### src/rtl/tam_pkg.sv
package tam_pkg;
  localparam int LVL_W   = 3;
  localparam int MAX_LVL = 4;
  typedef logic [LVL_W-1:0] lvl_t;
endpackage

### src/rtl/tam_rst_sync.sv
module tam_rst_sync (
  input  logic clk,
  input  logic rst_n_i,
  output logic rst_n_o
);
  logic [1:0] sync_q;
  logic [1:0] sync_d;

  always_comb begin
    sync_d = {sync_q[0], 1'b1};
  end

  always_ff @(posedge clk or negedge rst_n_i) begin
    if (!rst_n_i) sync_q <= 2'b00;
    else          sync_q <= sync_d;
  end

  assign rst_n_o = sync_q[1];
endmodule

### src/rtl/tam_level_sat.sv
module tam_level_sat
  import tam_pkg::*;
(
  input  lvl_t lvl_i,
  output lvl_t lvl_o
);
  localparam lvl_t LVL_CAP = lvl_t'(MAX_LVL);

  always_comb begin
    if (lvl_i > LVL_CAP) lvl_o = LVL_CAP;
    else                 lvl_o = lvl_i;
  end
endmodule

### src/rtl/tam_operand_trim.sv
module tam_operand_trim
  import tam_pkg::*;
#(
  parameter int W = 32
) (
  input  logic [W-1:0] x_i,
  input  lvl_t         lvl_i,
  output logic [W-1:0] x_o
);
  // bit i survives only when its position is at or above the level
  for (genvar i = 0; i < W; i++) begin : g_bit
    localparam int unsigned POS = i;
    assign x_o[i] = x_i[i] & (POS >= 32'(lvl_i));
  end
endmodule

### src/rtl/tam_pp_array.sv
module tam_pp_array #(
  parameter int A_W = 32,
  parameter int B_W = 32
) (
  input  logic [A_W-1:0]     a_i,
  input  logic [B_W-1:0]     b_i,
  output logic [A_W+B_W-1:0] p_o
);
  localparam int P_W = A_W + B_W;

  logic [P_W-1:0] row [B_W];

  // one partial-product row per multiplier bit; cleared bits gate rows off
  for (genvar r = 0; r < B_W; r++) begin : g_row
    assign row[r] = b_i[r] ? (P_W'(a_i) << r) : '0;
  end

  always_comb begin
    p_o = '0;
    for (int r = 0; r < B_W; r++) begin
      p_o = p_o + row[r];
    end
  end
endmodule

### src/rtl/trunc_approx_mul.sv
module trunc_approx_mul
  import tam_pkg::*;
#(
  parameter int A_W = 32,
  parameter int B_W = 32
) (
  input  logic               clk,
  input  logic               rst_n,
  input  logic               in_vld,
  input  logic [A_W-1:0]     op_a,
  input  logic [B_W-1:0]     op_b,
  input  logic [LVL_W-1:0]   lvl,
  output logic               out_vld,
  output logic [A_W+B_W-1:0] prod
);
  localparam int P_W = A_W + B_W;

  logic           rst_sync_n;
  lvl_t           lvl_sat;
  logic [A_W-1:0] a_trim;
  logic [B_W-1:0] b_trim;
  logic [P_W-1:0] pp_sum;

  logic [P_W-1:0] prod_q, prod_d;
  logic           vld_q, vld_d;

  tam_rst_sync u_rst (
    .clk     (clk),
    .rst_n_i (rst_n),
    .rst_n_o (rst_sync_n)
  );

  tam_level_sat u_sat (
    .lvl_i (lvl),
    .lvl_o (lvl_sat)
  );

  tam_operand_trim #(.W(A_W)) u_trim_a (
    .x_i   (op_a),
    .lvl_i (lvl_sat),
    .x_o   (a_trim)
  );

  tam_operand_trim #(.W(B_W)) u_trim_b (
    .x_i   (op_b),
    .lvl_i (lvl_sat),
    .x_o   (b_trim)
  );

  tam_pp_array #(.A_W(A_W), .B_W(B_W)) u_pp (
    .a_i (a_trim),
    .b_i (b_trim),
    .p_o (pp_sum)
  );

  // next state: capture only on an accepted pair
  always_comb begin
    vld_d  = in_vld;
    prod_d = in_vld ? pp_sum : prod_q;
  end

  always_ff @(posedge clk or negedge rst_sync_n) begin
    if (!rst_sync_n) begin
      vld_q  <= 1'b0;
      prod_q <= '0;
    end else begin
      vld_q  <= vld_d;
      prod_q <= prod_d;
    end
  end

  assign out_vld = vld_q;
  assign prod    = prod_q;
endmodule

### config.mk
export PLATFORM = sky130hd
export DESIGN_NAME = trunc_approx_mul
export DESIGN_NICKNAME = d
export VERILOG_FILES = /design/src/rtl/tam_pkg.sv /design/src/rtl/tam_rst_sync.sv /design/src/rtl/tam_level_sat.sv /design/src/rtl/tam_operand_trim.sv /design/src/rtl/tam_pp_array.sv /design/src/rtl/trunc_approx_mul.sv
export SDC_FILE = /design/constraint.sdc
export NUM_CORES = 2
export LEC_CHECK = 0
export BUFFER_PORTS_ARGS = -buffer_cell sky130_fd_sc_hd__buf_2
export CORE_UTILIZATION = 66
export DETAILED_ROUTE_END_ITERATION = 6
export PLACE_DENSITY = 0.94
export SLEW_MARGIN = 30
export SYNTH_ARGS = -nofsm -noshare
export SYNTH_HDL_FRONTEND = slang
export SYNTH_SLANG_ARGS = --single-unit
### constraint.sdc
create_clock -name clk -period 2.45 [get_ports clk]
set_input_delay 0.3675 -clock clk [delete_from_list [all_inputs] [get_ports clk]]
set_output_delay 0.3675 -clock clk [all_outputs]
set_load 0.01 [all_outputs]
==> results of run 1 <==
-- cell families after synthesis --
family,after synthesis,share of synthesized area
AO/OA/AOI/OAI,204,0.0388
other,1,0.000108
buffers and inverters,1058,0.115
adder cells (fa/ha/maj),1159,0.612
AND/OR/NAND/NOR,1190,0.154
multiplexers,56,0.0182
XOR/XNOR,54,0.0136
flip-flops,67,0.0482
-- metal layers --
metal / track usage / overflow
met1: 0.638 / 0
met2: 0.826 / 88
met3: 0.532 / 1
met4: 0.681 / 72
met5: 0.225 / 0
-- cells in the mapped netlist (37+ instances only) --
cell	count
nand2_1	790
mux2_2	55
xnor2_1	37
ha_1	257
and3_1	63
fa_1	902
and2_1	228
nor2_1	37
a21oi_1	74
inv_1	833
dfrtp_1	67
clkbuf_1	211
-- repair_timing --
action,CTS
hold buffers,1
setup buffers,34
gates cloned,1
hold endpoints to repair,2
endpoints found under the setup margin,62
gates resized for setup,137
pin swaps,81
-- through the flow --
step	util	TNS, ps	setup WS [ps]	cell area, um2	instances
3_3_place_gp	0.755	-262570	-5130	39000	4803
2_1_floorplan	-	-229970	-4590	35100	3789
3_5_place_dp	0.755	-283770	-5490	39000	4803
4_1_cts	0.778	-244830	-4790	40200	4854
==> metrics.txt, run 1 <==
total track usage 0.663; Die W 232 um; #FFs+latches synth 67; post-synthesis sequential area ratio 0.0482; Row Count 83; H-tree lvl count 3; Synth Net Count 5018; dpl hpwl 101000 um; CTS Buffer Depth 2; gpl congestion 0.999; first-pass GRT wire length 258000 um; Post-Syn Area 34800 um2; port bufs 134; largest area contributor in the netlist fa_1; Yosys top cell area share 0.519; EDFF count, synth 0; CTS Buf Count 9; Initial Utilization 0.672; Error [ERROR GRT-0116] Global routing finished with congestion. Check the congestion regions in the DRC Viewer.; Die Ht 232 um; status stopped before the end; largest net degree at the start of global routing 47; grt ovf 161; fraction of registers with async set/reset 1.00; top post-synthesis cells by area fa_1, ha_1, inv_1, nand2_1, dfrtp_1; number of global-route vias before repair 41300; count of cell types in the netlist 67; dominant synthesized flop cell dfrtp_1; mean area per synthesized cell 9.18 um2; Ports 135; clock sink count 67; Syn. warnings 0; cells after synthesis 3789; stage reached 5_1_grt; Root Buffer clkbuf_16
==> run 2, diff against run 1 <==
Settings changed: CORE_UTILIZATION 66 to 40, PLACE_DENSITY 0.94 to not set, PLACE_DENSITY_LB_ADDON set to 0.15.
==> run 2 against run 1 <==
Effect of this change: the flow now finishes, with violations (setup timing); synthesized cell count did not move; area after synthesis did not move.
==> metrics.txt, run 2 <==
status finished, violations left; failing checks setup timing; antenna viol nets, final 0; EDFF count, synth 0; Layout Skew 3.99 ps; layout cells sized above 1 0.252; final worst slack -4700 ps; critical path peak fanout 8; Slew Viols, Final 0; hold crit path type reg2async; Critical Path Start Type input port; crit path kind in2reg; first-pass GRT wire length 168000 um; cell count along the critical path 25; Largest register FFs 64; fin cells 5381; Synth Net Count 5018; Slew HR 0.587; CTS tree built; largest area contributor in the netlist fa_1; number of global-route vias before repair 29700; crit path launch lvl[2]; Die ar. 88100 um2; port bufs 134; Worst path max stage delay 590 ps; Routed WL 104000 um; R2R Setup Slk 1590 ps; fraction of registers with async set/reset 1.00; DRT Pass-1 Iters 5; mean area per synthesized cell 9.18 um2; Root Buffer clkbuf_16; dpl hpwl 90000 um; worst path bufs/invs 5; Hold Vio Cnt, Final 0; grt ovf 0; most frequent CP cell fa_2; final-report setup violation count 62; CTS Buf Count 9; DRC Markers 0; H-tree lvl count 3; Die W 297 um; Post-synth top cells fa_1, inv_1, nand2_1, ha_1, and2_1; Worst path top cell family by delay adder cells; Post-Synth XOR/XNOR Area 0.0136; Layout area overhead 25.2%; FF-to-FF path depth 1; gpl congestion 0.899; dominant synthesized flop cell dfrtp_1; worst r2r src u_rst.sync_q[1]; clock sink count 67; Vias/cell 4.96; max cap viols 0; most frequent cells in the layout fa_1, inv_1, nand2_1; simple-gate share of the synthesized area 0.154; Yosys top cell area share 0.519; main combinational cell family by area after synthesis adder cells; post-synthesis compound-gate area fraction 0.0388; Ports 135; fin nets 5460; routed via count 26700; top post-synthesis cells by area fa_1, ha_1, inv_1, nand2_1, dfrtp_1; Post-Synth Adder-Cell Area 0.612; cells after synthesis 3789; initial drt markers 1228; RSZ-0062 raised after global routing yes; most common cell after layout, fill and taps aside fa_1; Max Freq 140 MHz; Post-Syn Area 34800 um2; slew of the pin with the lowest slew margin 613 ps; Core ar. 85700 um2; CP required 2680 ps; Worst-path clk slew 60 ps; Die Ht 297 um; Syn. warnings 0; initial antenna violation count 3; fin crit period 7150 ps; CP endpoint kind register; WL per Instance 19.4 um; period utilization 2.92; Skew-Pair Late Insertion Delay 340 ps; most frequent cell after synthesis fa_1; #FFs+latches synth 67; dpl cells 5281; count of cell types in the netlist 67; mux contribution to synthesized area 0.0182; largest net degree at the start of global routing 57; cell at the slowest stage of the critical path fa_2; post-synthesis sequential area ratio 0.0482; CTS Buffer Depth 2; total track usage 0.245; Initial Utilization 0.406; Row Count 107; CP arrival 7380 ps
-- run 2: worst paths after layout --
kind,to
worst max register to register,prod[13]
min in group clk,u_rst.sync_q[1]
worst min-delay path,out_vld
worst min register to register,out_vld
worst max-delay path,prod[50]
max in group asynchronous,prod[13]
-- run 2: layer usage --
layer / global-route usage / wire, um / up-vias / part of all wire
li1: - / - / 12000 / -
met2: 0.446 / 55700 / 498 / 0.53
met1: 0.310 / 42000 / 14100 / 0.40
met3: 0.0208 / 3280 / 133 / 0.031
met4: 0.0658 / 3180 / 2 / 0.031
met5: 0 / 9 / - / 0.000086
-- run 2: metrics by stage --
stage / util / setup TNS [ps] / area (um2) / setup WS (ps) / hold slack, ps
after detailed placement: 0.464 / -273800 / 39800 / -5280 / 162
after global placement: 0.464 / -273520 / 39800 / -5280 / 154
after CTS: 0.496 / -239790 / 42500 / -4660 / 258
after floorplan: - / -229970 / 35100 / -4590 / 71.9
final: 0.508 / -243460 / 43500 / -4700 / 243
after global routing: 0.508 / -252970 / 43500 / -4920 / 300
-- run 2: final cells by class --
class	instances	area (um2)
fill	8105	42200
sequential	67	1680
timing repair buffer	656	5400
tap	1144	1430
inverter	833	3130
antenna	1	2.50
clock buffer	10	239
clock inverter	6	111
multi-input combinational	2664	31500
-- run 2: cells by family (layout without fill, tap and decap cells) --
logic type / Yosys count / in the layout
buffers and inverters: 1058 / 1505
DFF: 67 / 67
and+or+nand+nor: 1190 / 1190
xor gates and xnor gates: 54 / 54
muxes: 56 / 56
AOI/OAI and AO/OA: 204 / 204
other: 1 / 2
adders and majority gates: 1159 / 1159
-- run 2: timing repair --
| action | CTS | global route |
|---|---|---|
| pin swaps | 146 | 152 |
| cloned | 2 | 0 |
| hold buffers | 1 | 0 |
| endpoints found under the setup margin | 62 | 62 |
| hold endpoints to repair | 2 | 0 |
| resized for setup | 368 | 185 |
| setup buffers | 58 | 44 |
Power of run 2 is not shown: default switching activity piles up to over one toggle a cycle in this logic, so the estimate is an artifact.
